### src/rtl/irf_pkg.sv
package irf_pkg;
    // bus offsets within the decoded 8-bit window
    localparam logic [7:0] OFF_SEL   = 8'h00;
    localparam logic [7:0] OFF_WIN   = 8'h10;
    // select indices
    localparam logic [7:0] IDX_ID    = 8'h00;
    localparam logic [7:0] IDX_VER   = 8'h01;
    localparam logic [7:0] IDX_ARB   = 8'h02;
    localparam logic [7:0] TBL_BASE  = 8'h10;
    // entry field positions
    localparam int RIRR_BIT = 14;
    localparam int MASK_BIT = 16;
    localparam int ENTRY_W  = 64;
    localparam int HALF_W   = 32;

    typedef enum logic [1:0] {
        K_ID   = 2'd0,
        K_VER  = 2'd1,
        K_TBL  = 2'd2,
        K_NONE = 2'd3
    } sel_kind_e;
endpackage

### src/rtl/irf_sel_decode.sv
module irf_sel_decode
    import irf_pkg::*;
#(
    parameter int NPINS = 24,
    parameter int IDXW  = $clog2(NPINS)
) (
    input  logic [7:0]      sel_i,
    output sel_kind_e       kind_o,
    output logic            hit_o,
    output logic            hi_o,
    output logic [IDXW-1:0] idx_o
);
    logic [7:0] raw;

    always_comb begin
        raw    = (sel_i - TBL_BASE) >> 1;
        hi_o   = sel_i[0];
        idx_o  = raw[IDXW-1:0];
        kind_o = K_NONE;
        if (sel_i == IDX_ID || sel_i == IDX_ARB) begin
            kind_o = K_ID;
        end else if (sel_i == IDX_VER) begin
            kind_o = K_VER;
        end else if (sel_i >= TBL_BASE) begin
            kind_o = K_TBL;
        end
        hit_o = (kind_o == K_TBL) && (raw < 8'(NPINS));
    end
endmodule

### src/rtl/irf_entry.sv
module irf_entry
    import irf_pkg::*;
(
    input  logic                clk,
    input  logic                rst_n,
    input  logic                wr_lo_i,
    input  logic                wr_hi_i,
    input  logic [HALF_W-1:0]   wdata_i,
    input  logic                rirr_set_i,
    output logic [ENTRY_W-1:0]  entry_o
);
    logic [ENTRY_W-1:0] entry_d, entry_q;

    always_comb begin
        entry_d = entry_q;
        if (wr_hi_i) begin
            entry_d[ENTRY_W-1:HALF_W] = wdata_i;
        end
        if (rirr_set_i) begin
            entry_d[RIRR_BIT] = 1'b1;
        end
        if (wr_lo_i) begin
            entry_d[HALF_W-1:0] = wdata_i;
            entry_d[RIRR_BIT]   = 1'b0;
        end
    end

    always_ff @(posedge clk or negedge rst_n) begin
        if (!rst_n) begin
            entry_q           <= '0;
            entry_q[MASK_BIT] <= 1'b1;
        end else begin
            entry_q <= entry_d;
        end
    end

    assign entry_o = entry_q;

    // a low-half write leaves remote-IRR clear
    p_lo_clears_rirr_r6: assert property (@(posedge clk) disable iff (!rst_n)
        wr_lo_i |=> (entry_o[RIRR_BIT] == 1'b0));

    // an upper-half write alone keeps the low half
    p_hi_keeps_lo_r7: assert property (@(posedge clk) disable iff (!rst_n)
        (wr_hi_i && !wr_lo_i && !rirr_set_i) |=> $stable(entry_o[HALF_W-1:0]));

    // remote-IRR rises only on a set request
    p_rirr_rise_r6: assert property (@(posedge clk) disable iff (!rst_n)
        $rose(entry_o[RIRR_BIT]) |-> $past(rirr_set_i));
endmodule

### src/rtl/irf_read_mux.sv
module irf_read_mux
    import irf_pkg::*;
#(
    parameter int          NPINS   = 24,
    parameter int          IDXW    = $clog2(NPINS),
    parameter logic [7:0]  VERSION = 8'h11
) (
    input  sel_kind_e              kind_i,
    input  logic                   hit_i,
    input  logic                   hi_i,
    input  logic [IDXW-1:0]        idx_i,
    input  logic [3:0]             id_i,
    input  logic [NPINS*ENTRY_W-1:0] table_i,
    output logic [HALF_W-1:0]      data_o
);
    localparam logic [7:0] MAX_PIN = 8'(NPINS - 1);

    logic [ENTRY_W-1:0] ent;

    always_comb begin
        ent = '0;
        for (int p = 0; p < NPINS; p++) begin
            if (idx_i == IDXW'(p)) begin
                ent = table_i[p*ENTRY_W +: ENTRY_W];
            end
        end
        data_o = '0;
        unique case (kind_i)
            K_ID:    data_o = {4'h0, id_i, 24'h0};
            K_VER:   data_o = {8'h0, MAX_PIN, 8'h0, VERSION};
            K_TBL:   if (hit_i) data_o = hi_i ? ent[ENTRY_W-1:HALF_W] : ent[HALF_W-1:0];
            default: data_o = '0;
        endcase
    end
endmodule

### src/rtl/intr_route_regfile.sv
module intr_route_regfile
    import irf_pkg::*;
#(
    parameter int         NPINS   = 24,
    parameter int         ADDR_W  = 12,
    parameter logic [7:0] VERSION = 8'h11
) (
    input  logic                     clk,
    input  logic                     rst_n,
    input  logic                     bus_wr,
    input  logic                     bus_rd,
    input  logic [ADDR_W-1:0]        bus_addr,
    input  logic [3:0]               bus_len,
    input  logic [31:0]              bus_wdata,
    output logic [31:0]              bus_rdata,
    output logic                     bus_rvalid,
    input  logic [NPINS-1:0]         pend_i,
    input  logic [NPINS-1:0]         rirr_set_i,
    output logic [3:0]               id_o,
    output logic [NPINS*64-1:0]      table_o,
    output logic [NPINS-1:0]         reeval_o
);
    localparam int IDXW = $clog2(NPINS);

    typedef struct packed {
        logic [7:0]       sel;
        logic [3:0]       id;
        logic [31:0]      rdata;
        logic             rvalid;
        logic [NPINS-1:0] reeval;
    } state_t;

    state_t st_d, st_q;

    sel_kind_e        kind;
    logic             hit, hi;
    logic [IDXW-1:0]  idx;
    logic [31:0]      win_rdata;
    logic [7:0]       off;
    logic             len_ok, wr_ok, sel_wr, win_wr, tbl_wr;
    logic [NPINS-1:0] wr_lo, wr_hi;

    irf_sel_decode #(.NPINS(NPINS), .IDXW(IDXW)) u_dec (
        .sel_i  (st_q.sel),
        .kind_o (kind),
        .hit_o  (hit),
        .hi_o   (hi),
        .idx_o  (idx)
    );

    irf_read_mux #(.NPINS(NPINS), .IDXW(IDXW), .VERSION(VERSION)) u_rmux (
        .kind_i  (kind),
        .hit_i   (hit),
        .hi_i    (hi),
        .idx_i   (idx),
        .id_i    (st_q.id),
        .table_i (table_o),
        .data_o  (win_rdata)
    );

    always_comb begin
        off    = bus_addr[7:0];
        len_ok = (bus_len == 4'd4) || (bus_len == 4'd8);
        wr_ok  = bus_wr && len_ok;
        sel_wr = wr_ok && (off == OFF_SEL);
        win_wr = wr_ok && (off == OFF_WIN);
        tbl_wr = win_wr && hit;
    end

    for (genvar p = 0; p < NPINS; p++) begin : g_pin
        assign wr_lo[p] = tbl_wr && (idx == IDXW'(p)) && !hi;
        assign wr_hi[p] = tbl_wr && (idx == IDXW'(p)) && hi;

        irf_entry u_entry (
            .clk        (clk),
            .rst_n      (rst_n),
            .wr_lo_i    (wr_lo[p]),
            .wr_hi_i    (wr_hi[p]),
            .wdata_i    (bus_wdata),
            .rirr_set_i (rirr_set_i[p]),
            .entry_o    (table_o[p*ENTRY_W +: ENTRY_W])
        );
    end

    always_comb begin
        st_d        = st_q;
        st_d.rvalid = bus_rd;
        st_d.reeval = (wr_lo | wr_hi) & pend_i;
        if (sel_wr) begin
            st_d.sel = bus_wdata[7:0];
        end
        if (win_wr && st_q.sel == IDX_ID) begin
            st_d.id = bus_wdata[27:24];
        end
        if (bus_rd) begin
            if (off == OFF_SEL) begin
                st_d.rdata = {24'h0, st_q.sel};
            end else if (off == OFF_WIN) begin
                st_d.rdata = win_rdata;
            end else begin
                st_d.rdata = '0;
            end
        end
    end

    always_ff @(posedge clk or negedge rst_n) begin
        if (!rst_n) begin
            st_q <= '0;
        end else begin
            st_q <= st_d;
        end
    end

    assign bus_rdata  = st_q.rdata;
    assign bus_rvalid = st_q.rvalid;
    assign id_o       = st_q.id;
    assign reeval_o   = st_q.reeval;

    // at most one pin strobed per write
    p_reeval_onehot_r10: assert property (@(posedge clk) disable iff (!rst_n)
        $onehot0(reeval_o));

    // a strobe needs an accepted write one cycle earlier
    p_reeval_after_wr_r10: assert property (@(posedge clk) disable iff (!rst_n)
        (|reeval_o) |-> $past(bus_wr));

    // read data valid one cycle after a read strobe
    p_rvalid_r2: assert property (@(posedge clk) disable iff (!rst_n)
        bus_rd |=> bus_rvalid);

    // the ID only moves on a write
    p_id_hold_r4: assert property (@(posedge clk) disable iff (!rst_n)
        !bus_wr |=> $stable(id_o));

    // a bad length leaves the ID and the table unchanged
    p_badlen_r9: assert property (@(posedge clk) disable iff (!rst_n)
        (bus_wr && !(bus_len == 4'd4 || bus_len == 4'd8) && rirr_set_i == '0)
        |=> ($stable(id_o) && $stable(table_o)));
endmodule

### config.mk
export PLATFORM = sky130hd
export DESIGN_NAME = intr_route_regfile
export DESIGN_NICKNAME = d
export VERILOG_FILES = /design/src/rtl/irf_pkg.sv /design/src/rtl/irf_sel_decode.sv /design/src/rtl/irf_entry.sv /design/src/rtl/irf_read_mux.sv /design/src/rtl/intr_route_regfile.sv
export SDC_FILE = /design/constraint.sdc
export NUM_CORES = 2
export LEC_CHECK = 0
export ABC_AREA = 1
export BUFFER_PORTS_ARGS = -buffer_cell sky130_fd_sc_hd__buf_4
export CORE_AREA = 3 3 661 663
export CTS_CLUSTER_DIAMETER = 40
export DETAILED_ROUTE_END_ITERATION = 10
export DIE_AREA = 0 0 664 666
export GPL_TIMING_DRIVEN = 0
export HOLD_SLACK_MARGIN = 0.03
export PLACE_DENSITY = 0.34
export SLEW_MARGIN = 20
export SYNTH_ARGS = -nofsm -noshare
export SYNTH_HDL_FRONTEND = slang
export SYNTH_SLANG_ARGS = --single-unit
### constraint.sdc
create_clock -name clk -period 5 [get_ports clk]
set_input_delay 1 -clock clk [delete_from_list [all_inputs] [get_ports clk]]
set_output_delay 1 -clock clk [all_outputs]
set_load 0.005 [all_outputs]
Word level (Yosys, flattened, before mapping)
Cells that the tools add are included.

Flip-flop bits (word level): 1605. Input port bits: 100. Output and inout port bits: 1597. Word-level logic and storage cells: 301.

Add/subtract/negate cells: 1. $lt $le $gt $ge: 2. Equality and inequality tests: 30. Muxes and demuxes: 80. Bitwise operators: 2. Reduce and logical (&&, ||, !) cells: 109.

Operator list (number): 2-to-1 mux 64 bit (24); 2-to-1 mux 15 bit (24); 2-to-1 mux 32 bit (4); one-hot mux 32 bit (3 select lines) (1); logical AND 1 bit (78); nonzero test 2 bit (24); equality test 5 x 4 -> 1 bit, second input constant (8); equality test 5 bit, second input constant (8); 2-to-1 mux 1 bit (25); bitwise AND 24 bit (1); OR 24 bit (1); equality test 5 x 3 -> 1 bit, second input constant (4); logical NOT 8 bit (2); equality test 5 x 2 -> 1 bit, second input constant (2); equality test 8 x 1 -> 1 bit, second input constant (1); equality test 8 x 2 -> 1 bit, second input constant (1); equality test 8 x 5 -> 1 bit, second input constant (1); >= comparator 8 x 5 -> 1 bit, second input constant (1); subtractor 8 x 5 -> 8 bit, second input constant (1); less-than comparator 7 x 5 -> 1 bit, second input constant (1); equality test 5 x 1 -> 1 bit, second input constant (1); logical NOT 5 bit (1); equality test 4 x 3 -> 1 bit, second input constant (1); equality test 4 bit, second input constant (1); other kinds (6) (8).

Longest topological paths before layout
Depth after elaboration: 31. Mapped depth: 26. Gate-level depth less buffers: 24.

Hierarchy
Synthesis repeated with hierarchy kept, for this count alone.

Cells, all modules: 10112. Area total of the unflattened synthesis: 78566.6 um^2.

By module, submodules not included: irf_entry (times used 24, cells each 271, area an instance 2561.2 um^2); irf_read_mux (times used 1, cells each 3085, area an instance 13075.0 um^2); intr_route_regfile (times used 1, cells each 496, area an instance 3875.0 um^2); irf_sel_decode (times used 1, cells each 27, area an instance 147.6 um^2).

Worst setup path before layout
Ideal clock, no wire load.

Path type: input to register. Start: input port bus_addr[5]. End: register g_pin[9].u_entry.entry_q[62]. Library setup time: 0.135 ns. Data arrival time: 2.694 ns. Data required time: 4.865 ns. Slack: 2.171 ns. Stages on the path: 11. Buffers on the path: 2. Path through: or3_1 nor2_1 inv_1 nor2_4 inv_2 nor2_8 buf_12 nand3_4 buf_2 nand2_1 o21ai_0.

Cells in the longest elaborated chain, start to end: 5.

RTL lines: start: declaration (RTL line intr_route_regfile.sv:12) `input logic [ADDR_W-1:0] bus_addr,`; equality test 8 x 5 -> 1 bit (RTL line intr_route_regfile.sv:66) `win_wr = wr_ok && (off == OFF_WIN);`; logical AND 1 bit (RTL line intr_route_regfile.sv:66); logical AND 1 bit (RTL line intr_route_regfile.sv:67) `tbl_wr = win_wr && hit;`; logical AND 1 bit (2 in a row) (RTL line intr_route_regfile.sv:72) `assign wr_hi[p] = tbl_wr && (idx == IDXW'(p)) && hi;`; end signal: assignment (RTL line irf_entry.sv:33) `entry_q <= entry_d;`; end: declaration (RTL line irf_entry.sv:12) `logic [ENTRY_W-1:0] entry_d, entry_q;`.

Every way passes these cells. A chain may end at the register's enable or synchronous reset.

Final worst setup path
Start: register st_q[65] in the netlist's numbering. End: register st_q, in the netlist bus_rdata[12].

Cells in the longest elaborated chain, start to end: 31.

RTL lines: start: declaration (RTL line intr_route_regfile.sv:33) `state_t st_d, st_q;`; start signal: assignment (RTL line intr_route_regfile.sv:110) `st_q <= st_d;`; subtractor 8 x 5 -> 8 bit (RTL line irf_sel_decode.sv:16) `raw = (sel_i - TBL_BASE) >> 1;`; logical NOT 5 bit (RTL line irf_read_mux.sv:23) `if (idx_i == IDXW'(p)) begin`; 2-to-1 mux 64 bit (24 in a row) (RTL line irf_read_mux.sv:23); 2-to-1 mux 32 bit (2 in a row) (RTL line irf_read_mux.sv:31) `K_TBL: if (hit_i) data_o = hi_i ? ent[ENTRY_W-1:HALF_W] : ent[HALF_W-1:0];`; one-hot mux 32 bit (3 select lines) * (RTL line irf_read_mux.sv:28) `unique case (kind_i)`; 2-to-1 mux 32 bit * (RTL line intr_route_regfile.sv:98) `end else if (off == OFF_WIN) begin`; 2-to-1 mux 32 bit * (RTL line intr_route_regfile.sv:96) `if (off == OFF_SEL) begin`.

Every way passes the cells marked *; elsewhere a longest branch is shown, timed or not.

==> results.cfg <==
[critical_path]
crit_path_start = st_q[65]$_DFFE_PN0P_
r2r-start = st_q[65]$_DFFE_PN0P_
cp.arrival_ns = 7.08
cp-start-kind = flip-flop
worstSetupPathType = reg2reg
cp.depth = 21
crit_slowest_cell = nand4_1
cpLargestDelayFamily = simple AND/OR/NAND/NOR gates
critPathMaxFanout = 6
slowest_delay_ns = 0.74
cp.required_ns = 5.82
r2r_setup_slack_ns = -1.26
cp_common_cell = nand4_1
path_buf_inv = 5
crit_end = bus_rdata[12]$_DFFE_PN0P_
r2r_cells = 21
r2r_end = bus_rdata[12]$_DFFE_PN0P_
crit_chain = inv_4, ha_4, buf_12, nand3_4, buf_12, buf_12, buf_4, o21ai_1, nand4_1, o21ai_1, nand3_1, a21oi_4, nand4_1, nor2_1, nand4_1, nor2_4, nand4_1, nand2_1, nand3_1, nand3_1, nand2_1
cp-end-kind = flip-flop

[detailed_routing]
vias = 80900
via_per_inst = 4.82
antenna_left = 0
post_drt_wl_per_cell_um = 45.4
highest_layer = met5
drc_errors = 0
dr.pass1.iters = 6
wl_met1_um = 297000
wl_met3_um = 64300
wl_um = 763000
wl_met2_um = 344000
drtIter0Drc = 10500

[logic_synthesis]
yosys.cell_types.count = 41
async_flop_share = 1.00
syn_nets = 8496
synth_edf_count = 0
synth_ff_type = dfrtp_1
syn_area_per_cell_um2 = 8.47
ys_ff_latch = 1605
syn_area_um2 = 71100
postSynthCellCount = 8394
ys_seq_area_frac = 0.565
yosysWarnings = 0

[timing]
setup_viol = 32
setup_tns_ns = -21.14
fmax_mhz = 160
slew_violations = 0
hold_viol = 0
rsz0062_at_grt = true
slew_headroom = 0.157
fin_hold_ws_ns = 0.180
finClkSkew_ns = 0.0714
tightest_slew_ns = 1.26
fin_crit_ns = 6.26
worst_slack_ns = -1.26
period_share = 1.25

[floorplanning]
die_w_um = 664
fp-row-count = 241
initial_core_util = 0.165
dieArea_um2 = 442000
core_um2 = 431000
io_pins = 1697
die_h_um = 666

[final_layout]
syn_to_final_growth_pct = 59.8
final_nets = 10800
finalInstanceArea_um2 = 114000
seq_area_um2 = 40200
layout-drive-gt1-share = 0.359
filler_cell_count = 46500
post_layout_nonfiller_instances = 16800
layout_common_cells = nand2_1, buf_4, dfrtp_1
multi_input_area_um2 = 29800
final_common_cell = nand2_1

[grt]
grt_usage = 0.333
grt_pass1_vias = 76600
grt_remaining_overflow = 0
grt_pass1_wl_um = 942000
grt_max_degree = 129
grt_antenna_before_repair = 107

[outcome]
outcome = finished, violations left
violations = negative setup slack

[clock_network]
cts_tree = yes
cts_buffers = 412
clk_pin_slew_ns = 0.05
cts-root-buf = clkbuf_16
insertion_delay_ns = 0.98
clkSinkCount = 1605
clockBufferDepth = 4
h-tree-depth = 5

[placement]
dpl_worst_slack_ns = -3.89
post-place-cells = 15900
postPlaceCellArea_um2 = 93900
gp_congestion = 0.989
dpl.hpwl_um = 631000
port-buffer-count = 1692

[min_path]
hp-class = in2reg
holdPathStages = 1

[power_and_ir_drop]
p_per_area_nw_per_um2 = 382
ir_drop_uv = 334
p_leak_nw = 53.3

[job]
drv_cap = 0
layer usage:
layer / track usage / vias to the layer above
li1: - / 32200
met1: 0.404 / 42500
met2: 0.532 / 5057
met3: 0.0852 / 1164
met4: 0.198 / 4
met5: 0 / -
synth_stat cells, drive strengths merged (25+ instances only):
cell / count / area [um^2]
dfrtp: 1581 / 39600
nand4: 251 / 1570
nand2: 2958 / 11100
and3: 25 / 156
buf: 395 / 2470
nor2: 274 / 1090
nand3: 224 / 1710
o21ai: 1616 / 8090
inv: 319 / 1200
clkbuf: 321 / 1220
or2: 174 / 1090
a21oi: 197 / 986
state kept, by name, indices dropped and copies added, names as in the netlist:
| signal | count |
|---|---|
| bus_rdata | 32 |
| bus_rvalid | 1 |
| g_pin.u_entry.entry_o | 1536 |
| reeval_o | 24 |
| id_o | 4 |
| st_q | 8 |
how the worst min path moves through the flow:
stage	from	endpoint	slack (ns)
2_1_floorplan	bus_rdata[11]$_DFFE_PN0P_	bus_rdata[11]$_DFFE_PN0P_	0.45
3_3_place_gp	g_pin[6].u_entry.entry_o[16]$_DFFE_PN1P_	g_pin[6].u_entry.entry_o[16]$_DFFE_PN1P_	0.47
3_5_place_dp	g_pin[6].u_entry.entry_o[16]$_DFFE_PN1P_	g_pin[6].u_entry.entry_o[16]$_DFFE_PN1P_	0.47
4_1_cts	bus_rd	bus_rvalid$_DFF_PN0_	0.09
5_1_grt	bus_rd	bus_rvalid$_DFF_PN0_	0.14
6_report	bus_rd	bus_rvalid$_DFF_PN0_	0.18
cells by family (layout without fill, tap and decap cells):
logic type	Yosys count	after routing	share of synthesized area
AND/OR/NAND/NOR	3924	3924	0.237
other	0	44	0
flip-flops	1605	1605	0.565
AO/OA/AOI/OAI	1824	1824	0.129
buffers and inverters	1038	3692	0.0688
XOR/XNOR	1	1	0.000123
adder cells (fa/ha/maj)	2	2	0.000352
cell type report:
| cell class | instances | area share |
|---|---|---|
| Antenna cell | 44 | 0.000969 |
| Clock inverter | 230 | 0.0281 |
| Inverter | 322 | 0.0107 |
| Timing Repair Buffer | 1880 | 0.141 |
| Multi-Input combinational cell | 5751 | 0.262 |
| Buffer | 714 | 0.0377 |
| Clock buffer | 546 | 0.102 |
| Tap cell | 5710 | 0.0629 |
| Sequential cell | 1605 | 0.354 |
what timing repair did:
item                       in CTS  in global routing
cloned                          3                  0
pin swaps                     410                336
buffers inserted               41                 31
setup endpoints to repair     323                 31
resized for setup             940                128
hold endpoints to repair       73                  0
hold buffers                    1                  0
power breakdown:
group          switching, mW  internal [mW]
Clock                   9.47           19.4
Sequential           0.00474           13.0
Combinational           1.24          0.319
Total                   10.7           32.7
through the flow:
stage	power, mW	util
after detailed placement	14.8	0.218
after global placement	14.5	0.211
final	43.4	0.264
after CTS	43.6	0.262
after floorplan	13.4	-
after global routing	44.3	0.263
Note: power is estimated with default switching activity, not from simulation.
